$ cat config.mk
export PLATFORM = sky130hd
export DESIGN_NAME = pix_reasm
export DESIGN_NICKNAME = d
export VERILOG_FILES = /design/src/rtl/pix_reasm_pkg.sv /design/src/rtl/pix_byte_join.sv /design/src/rtl/pix_chan_seq.sv /design/src/rtl/pix_tag_delay.sv /design/src/rtl/pix_reasm.sv
export SDC_FILE = /design/constraint.sdc
export NUM_CORES = 1
export LEC_CHECK = 0
export ABC_AREA = 1
export BUFFER_PORTS_ARGS = -buffer_cell sky130_fd_sc_hd__buf_2
export CAP_MARGIN = 20
export CORE_MARGIN = 1.5
export CORE_UTILIZATION = 46
export CTS_CLUSTER_DIAMETER = 60
export DETAILED_ROUTE_END_ITERATION = 12
export PLACE_DENSITY = 0.8
export SLEW_MARGIN = 20
export SYNTH_ARGS = -nofsm -noshare
export SYNTH_HDL_FRONTEND = slang
export SYNTH_SLANG_ARGS = --single-unit
$ cat constraint.sdc
create_clock -name clk_i -period 1.1 [get_ports clk_i]
set_input_delay 0.055 -clock clk_i [delete_from_list [all_inputs] [get_ports clk_i]]
set_output_delay 0.055 -clock clk_i [all_outputs]
set_load 0.05 [all_outputs]
$ cat src/rtl/pix_reasm_pkg.sv
package pix_reasm_pkg;
  typedef enum logic {
    MODE_ONE   = 1'b0,
    MODE_THREE = 1'b1
  } ch_mode_e;

  localparam int unsigned CH_RED   = 0;
  localparam int unsigned CH_GREEN = 1;
  localparam int unsigned CH_BLUE  = 2;
endpackage

$ cat src/rtl/pix_byte_join.sv
module pix_byte_join #(
  parameter int unsigned BUS_W    = 8,
  parameter int unsigned SAMPLE_W = 14
) (
  input  logic                clk_i,
  input  logic                rst_ni,
  input  logic [BUS_W-1:0]    data_i,
  input  logic                phase_i,
  input  logic                oe_i,
  input  logic                sol_i,
  output logic                done_o,
  output logic [SAMPLE_W-1:0] sample_o
);
  localparam int unsigned LO_W = SAMPLE_W - BUS_W;

  logic [BUS_W-1:0] hi_q;
  logic             pend_q;
  logic             cap_hi, take_lo;

  assign cap_hi  = oe_i && phase_i;
  assign take_lo = oe_i && !phase_i;

  always_ff @(posedge clk_i or negedge rst_ni) begin
    if (!rst_ni) begin
      hi_q   <= '0;
      pend_q <= 1'b0;
    end else if (cap_hi) begin
      hi_q   <= data_i;
      pend_q <= 1'b1;
    end else if (take_lo || sol_i) begin
      pend_q <= 1'b0;
    end
  end

  // low byte is left-justified on the bus
  assign done_o   = take_lo && pend_q && !sol_i;
  assign sample_o = {hi_q, data_i[BUS_W-1 -: LO_W]};
endmodule

$ cat src/rtl/pix_chan_seq.sv
module pix_chan_seq
  import pix_reasm_pkg::*;
#(
  parameter int unsigned NUM_CH  = 3,
  parameter int unsigned CH_W    = 2,
  parameter int unsigned LATENCY = 3
) (
  input  logic                   clk_i,
  input  logic                   rst_ni,
  input  logic                   sol_i,
  input  logic                   adv_i,
  input  logic                   mode_i,
  input  logic [NUM_CH*CH_W-1:0] order_i,
  input  logic [CH_W-1:0]        fixed_ch_i,
  output logic [CH_W-1:0]        chan_o,
  output logic                   full_o
);
  localparam int unsigned POS_W  = (NUM_CH > 1) ? $clog2(NUM_CH) : 1;
  localparam int unsigned FILL_W = $clog2(LATENCY + 1);

  logic [POS_W-1:0]  pos_q;
  logic [FILL_W-1:0] fill_q;
  logic [CH_W-1:0]   slot_ch;

  always_comb begin
    slot_ch = order_i[CH_W-1:0];
    for (int i = 0; i < NUM_CH; i++) begin
      if (pos_q == POS_W'(i)) slot_ch = order_i[i*CH_W +: CH_W];
    end
  end

  assign chan_o = (ch_mode_e'(mode_i) == MODE_THREE) ? slot_ch : fixed_ch_i;
  assign full_o = (fill_q == FILL_W'(LATENCY));

  always_ff @(posedge clk_i or negedge rst_ni) begin
    if (!rst_ni) begin
      pos_q  <= '0;
      fill_q <= '0;
    end else if (sol_i) begin
      pos_q  <= '0;
      fill_q <= '0;
    end else if (adv_i) begin
      if (!full_o) fill_q <= fill_q + 1'b1;
      if (ch_mode_e'(mode_i) == MODE_THREE) begin
        pos_q <= (pos_q == POS_W'(NUM_CH - 1)) ? '0 : pos_q + 1'b1;
      end
    end
  end
endmodule

$ cat src/rtl/pix_tag_delay.sv
module pix_tag_delay #(
  parameter int unsigned CH_W    = 2,
  parameter int unsigned LATENCY = 3
) (
  input  logic            clk_i,
  input  logic            rst_ni,
  input  logic            clr_i,
  input  logic            adv_i,
  input  logic [CH_W-1:0] chan_i,
  output logic [CH_W-1:0] tag_o
);
  logic [CH_W-1:0] stage_q [LATENCY];

  for (genvar g = 0; g < LATENCY; g++) begin : g_stage
    logic [CH_W-1:0] nxt;
    if (g == 0) begin : g_head
      assign nxt = chan_i;
    end else begin : g_body
      assign nxt = stage_q[g-1];
    end
    always_ff @(posedge clk_i or negedge rst_ni) begin
      if (!rst_ni)    stage_q[g] <= '0;
      else if (clr_i) stage_q[g] <= '0;
      else if (adv_i) stage_q[g] <= nxt;
    end
  end

  assign tag_o = stage_q[LATENCY-1];
endmodule

$ cat src/rtl/pix_reasm.sv
module pix_reasm #(
  parameter int unsigned BUS_W    = 8,
  parameter int unsigned SAMPLE_W = 14,
  parameter int unsigned NUM_CH   = 3,
  parameter int unsigned CH_W     = 2,
  parameter int unsigned LATENCY  = 3
) (
  input  logic                   clk_i,
  input  logic                   rst_ni,
  input  logic [BUS_W-1:0]       data_i,
  input  logic                   phase_i,
  input  logic                   oe_i,
  input  logic                   sol_i,
  input  logic                   mode_i,
  input  logic [NUM_CH*CH_W-1:0] order_i,
  input  logic [CH_W-1:0]        fixed_ch_i,
  output logic [SAMPLE_W-1:0]    sample_o,
  output logic [CH_W-1:0]        chan_o,
  output logic                   valid_o
);
  logic                done;
  logic                full;
  logic [SAMPLE_W-1:0] joined;
  logic [CH_W-1:0]     cur_ch;
  logic [CH_W-1:0]     tag;

  pix_byte_join #(.BUS_W(BUS_W), .SAMPLE_W(SAMPLE_W)) i_join (
    .clk_i, .rst_ni, .data_i, .phase_i, .oe_i, .sol_i,
    .done_o(done), .sample_o(joined)
  );

  pix_chan_seq #(.NUM_CH(NUM_CH), .CH_W(CH_W), .LATENCY(LATENCY)) i_seq (
    .clk_i, .rst_ni, .sol_i, .adv_i(done), .mode_i, .order_i, .fixed_ch_i,
    .chan_o(cur_ch), .full_o(full)
  );

  pix_tag_delay #(.CH_W(CH_W), .LATENCY(LATENCY)) i_tag (
    .clk_i, .rst_ni, .clr_i(sol_i), .adv_i(done), .chan_i(cur_ch), .tag_o(tag)
  );

  always_ff @(posedge clk_i or negedge rst_ni) begin
    if (!rst_ni) begin
      valid_o  <= 1'b0;
      sample_o <= '0;
      chan_o   <= '0;
    end else begin
      valid_o <= done && full;
      if (done && full) begin
        sample_o <= joined;
        chan_o   <= tag;
      end
    end
  end
endmodule

== After elaboration in Yosys (flattened, before gate mapping) ==
Index checks and enable logic that the tools add are counted.
Cells by class
  reductions and logical operators: 13
  muxes and demuxes: 18
  eq/ne operators: 4
  $add $sub $neg: 2
Operators with widths (number)
  two-way mux 2 bit: 16
  nonzero test 2 bit: 3
  logical AND 1 bit: 5
  adder 2 x 1 -> 2 bit (second input constant): 2
  equality test 2 bit (second input constant): 2
  AND reduction 2 bit: 2
  equality test 2 x 1 -> 1 bit (second input constant): 1
  logical NOT 1 bit: 2
  two-way mux 1 bit: 2
  inequality test 2 bit (second input constant): 1
  logical OR 1 bit: 1
Word-level totals
  word-level logic and storage cells: 47
  register bits after elaboration: 36

== Longest topological paths before layout ==
  depth after elaboration: 6
  gate-level depth with buffers: 7
  depth with buffers taken out: 7

== Modules after synthesis ==
Synthesis repeated with hierarchy kept, for this count alone.
Unflattened totals
  cell total of the unflattened synthesis: 189
  area, all modules: 1660.3 um2
By module, submodules not included
  pix_reasm: instances 1, area each 714.4 um2, cells an instance 72
  pix_byte_join: instances 1, area each 435.4 um2, cells an instance 50
  pix_chan_seq: instances 1, area each 270.3 um2, cells an instance 41
  pix_tag_delay: instances 1, area each 240.2 um2, cells an instance 26

== Worst setup path before layout ==
No wires, ideal clock.
  path type: register to register
  from: register i_seq.fill_q[0]
  to: register sample_o[10]
  arrival: 1116 ps
  cell stages (with the launch flop): 6
  period minus slack after synthesis: 1183 ps
  setup slack: -83 ps
  data required time: 1033 ps
  buffers on the path: 1
  path through: dfrtp_1 > ha_1 > nand2_4 > clkbuf_1 > o21ai_0 > nand2_1
Between the ends
  cells in the longest elaborated chain, start to end: 2
RTL lines
  from (decl): RTL line pix_chan_seq.sv:22  | logic [FILL_W-1:0] fill_q;
  from (signal assigned): RTL line pix_chan_seq.sv:43  | if (!full_o) fill_q <= fill_q + 1'b1;
  equality test 2 bit: RTL line pix_chan_seq.sv:33  | assign full_o = (fill_q == FILL_W'(LATENCY));
  logical AND 1 bit: RTL line pix_reasm.sv:48  | if (done && full) begin
  to (signal assigned): RTL line pix_reasm.sv:49  | sample_o <= joined;
  to (decl): RTL line pix_reasm.sv:17  | output logic [SAMPLE_W-1:0] sample_o,
No other way between the ends.
A chain may end at the register's enable or synchronous reset.

== Worst setup path after layout ==
  from: register i_seq.fill_q[1]
  to: register sample_o[11]
Same word-level chain as after synthesis.

==> run_results.csv <==
group,metric,value,unit
outcome,status,"complete, but fails checks",
outcome,violations,"setup timing",
global_route,grt_max_degree,37,
layout,syn2layout_area_growth,39.9,%
detailed_routing,viasPerCell,4.95,
clock_network,cts.sinks,36,
detailed_routing,dr.pass1.iters,6,
job,cap_viol_max_count,0,
placement,dpl_cell_area,1810,sq um
clock_network,clkTransAtPathRegs,0.10,ns
global_route,grt_use_total,0.205,
clock_network,clk-insertion-delay-late,0.33,ns
layout,finish.instance_area,2130,sq um
placement,gp_congestion,0.769,
clock_network,clock_path_buffers,2,
worst_setup_path,path_max_fanout,7,
timing,tightest_slew,0.241,ns
die,start_util,0.491,
global_route,grt_antenna_before_repair,0,
timing,setup_viol,20,
worst_setup_path,cp.required,1.33,ns
global_route,grt_pass1_wl,5370,microns
synthesis,synth_xor_area_frac,0,
timing,setup_slack,-0.0490,ns
timing,period_minus_slack,1.15,ns
detailed_routing,post-route-drc-count,0,
power,ir_drop,0.000724,V
detailed_routing,vias,1316,
worst_setup_path,crit_type,"flip-flop to flip-flop",
detailed_routing,postRouteAntennaNets,0,
timing,hold_violations,0,
timing,relSlewSlack,0.839,
layout,fin_nets,245,
clock_network,numCtsBuffers,5,
worst_setup_path,startpoint_type,"flip-flop",
detailed_routing,wl_per_cell,12.5,microns
timing,setup_tns,-0.521,ns
synthesis,synth_compound_gate_area_share,0.0896,
synthesis,yosys-mux-area-fraction,0.0518,
layout,final_cells,266,
power,p_leak,1.15,nW
clock_network,cts-root-buf,"clkbuf_4",
placement,dp_slack,-0.0793,ns
synthesis,yosysWarnings,0,
global_route,globalRouteOverflowTotal,0,
synthesis,yosysTopAreaCell,"dfrtp_1",
die,die_w,60.5,microns
worst_setup_path,cp-end-kind,"flip-flop",
die,floorplan.io_pins,39,
layout,final_layout_size_suffix_gt1_frac,0.396,
layout,multi_input_area,654,sq um
die,die_area,3660,sq um
synthesis,synth_top_family_by_area,"simple AND/OR/NAND/NOR gates",
synthesis,syn_avg_cell_area,9.52,sq um
synthesis,synth_adder_area_share,0.00822,
worst_setup_path,cp.arrival,1.38,ns
layout,regArea,901,sq um
synthesis,netlist_instances,160,
placement,dp_hpwl,2130,microns
power,power.density,1410,nW/um^2
synthesis,synthTopCellsByArea,"dfrtp_1 (59%), nand2_1 (13%), o21ai_0 (7.9%), mux2_2 (5.2%), inv_1 (2.7%)",
synthesis,ys_seq_area_frac,0.592,
timing,final_max_slew_viol_count,0,
placement,io_buffers,38,
synthesis,syn_nets,183,
layout,nFillCells,263,
layout,n_antenna_cell,0,
timing,fmaxAchievable,870,MHz
synthesis,yosys.area_share.simple,0.217,
clock_network,cts_max_level,2,
synthesis,netlist.area_leader.share,0.592,
global_route,grt_pass1_vias,1238,
placement,dp_cells,244,
synthesis,synth-seq-cells,36,
die,die_h,60.5,microns
detailed_routing,wirelength,3340,microns
worst_hold_path,min_path_type,"primary input to flip-flop",
die,coreArea,3100,sq um
timing,skew,0.00500,ns
clock_network,cts_tree,"built",
synthesis,ys_types,19,
detailed_routing,drt_iter0_markers,49,
timing,fin_crit_sh,1.04,
die,num_rows,20,
timing,rsz0062_at_grt,"yes",
synthesis,synth_area,1520,sq um
timing repair:
item | 4_1_cts | 5_1_grt
endpoints found under the hold margin | 50 | 0
hold buffers | 10 | 0
pin swaps | 14 | 8
gates cloned | 2 | 0
resized for setup | 32 | 8
buffers inserted | 0 | 3
endpoints found under the setup margin | 19 | 26
kinds of logic (layout without fill, tap and decap cells):
family,count (synthesis),after routing
simple gates,74,75
flops,36,36
compound gates,27,27
buf+inv,15,76
mux,7,7
fa+ha+maj,1,1
through the flow:
stage / power [mW] / util / hold slack, ns
after CTS: 2.99 / 0.673 / 0.0344
after global routing: 3.14 / 0.687 / 0.0556
after global placement: 2.13 / 0.585 / 0.0296
after floorplan: 1.94 / - / -0.241
final: 3.01 / 0.687 / 0.0335
after detailed placement: 2.15 / 0.585 / 0.0261
final timing paths:
path	end	start	slack, ns	cells after the start
min in group asynchronous	sample_o[3]	rst_ni	0.19	3
max	sample_o[11]	i_seq.fill_q[1]	-0.05	5
min	i_tag.g_stage[1].nxt[1]	order_i[1]	0.03	5
max reg2reg	sample_o[11]	i_seq.fill_q[1]	-0.05	5
min reg2reg	sample_o[6]	i_join.hi_q[0]	0.48	2
max in group asynchronous	i_join.hi_q[5]	rst_ni	0.74	3
final cells by class:
class | instances | area share
flip-flops and latches | 36 | 0.423
multi-input cells | 110 | 0.307
repair buffers | 57 | 0.193
clock buffers | 7 | 0.0305
well taps | 44 | 0.0258
inverters | 12 | 0.0211
worst max-delay path: stages (launching register included):
cell,delay (ns)
dfrtp_1,0.41
ha_4,0.19
nand2_8,0.10
buf_12,0.16
o21ai_2,0.12
nand2_1,0.06
synthesized netlist by cell type:
master    number
nor2_1        10
nand3_4        1
nand2_4        1
or2_2          1
dfrtp_1       36
ha_1           1
mux2_2         7
nand2_2        2
a21oi_1        2
nor2_8         1
nand3_1        4
inv_1         11
nand2_1       53
clkbuf_1       2
o21ai_0       24
buf_6          1
inv_2          1
nand4_1        1
o22ai_1        1
sequential cells by signal (all words and copies together), names as in the netlist:
signal and cells:
sample_o 14, i_join.hi_q 8, i_tag.g_stage.nxt 4, chan_o 2, i_seq.fill_q 2, i_seq.pos_q 2
i_tag.tag_o 2, i_join.pend_q 1, valid_o 1
cells in the final DEF (no fill, tap or decap), types with 3 or more instances in the layout:
master         count
nand3_1            4
clkbuf_4           5
dfrtp_1           36
nor2_1             8
mux2_2             7
o21ai_0            8
buf_2             38
nand2_2            3
o21ai_2           13
o21ai_1            3
nand2_1           51
inv_1             10
buf_4              5
dlygate4sd3_1     10
routing by layer:
layer,track usage,wire length [microns]
met5,0,0
met2,0.362,1720
met3,0.0682,202
met1,0.232,1360
met4,0.0745,54
report_power, final:
part	leakage, nW	total, mW	switching (mW)	internal [mW]
logic	0.630	0.705	0.454	0.250
clock network	0.0374	0.766	0.404	0.362
registers	0.479	1.54	0.0877	1.45
No activity file was read; power rests on OpenSTA's default activity.
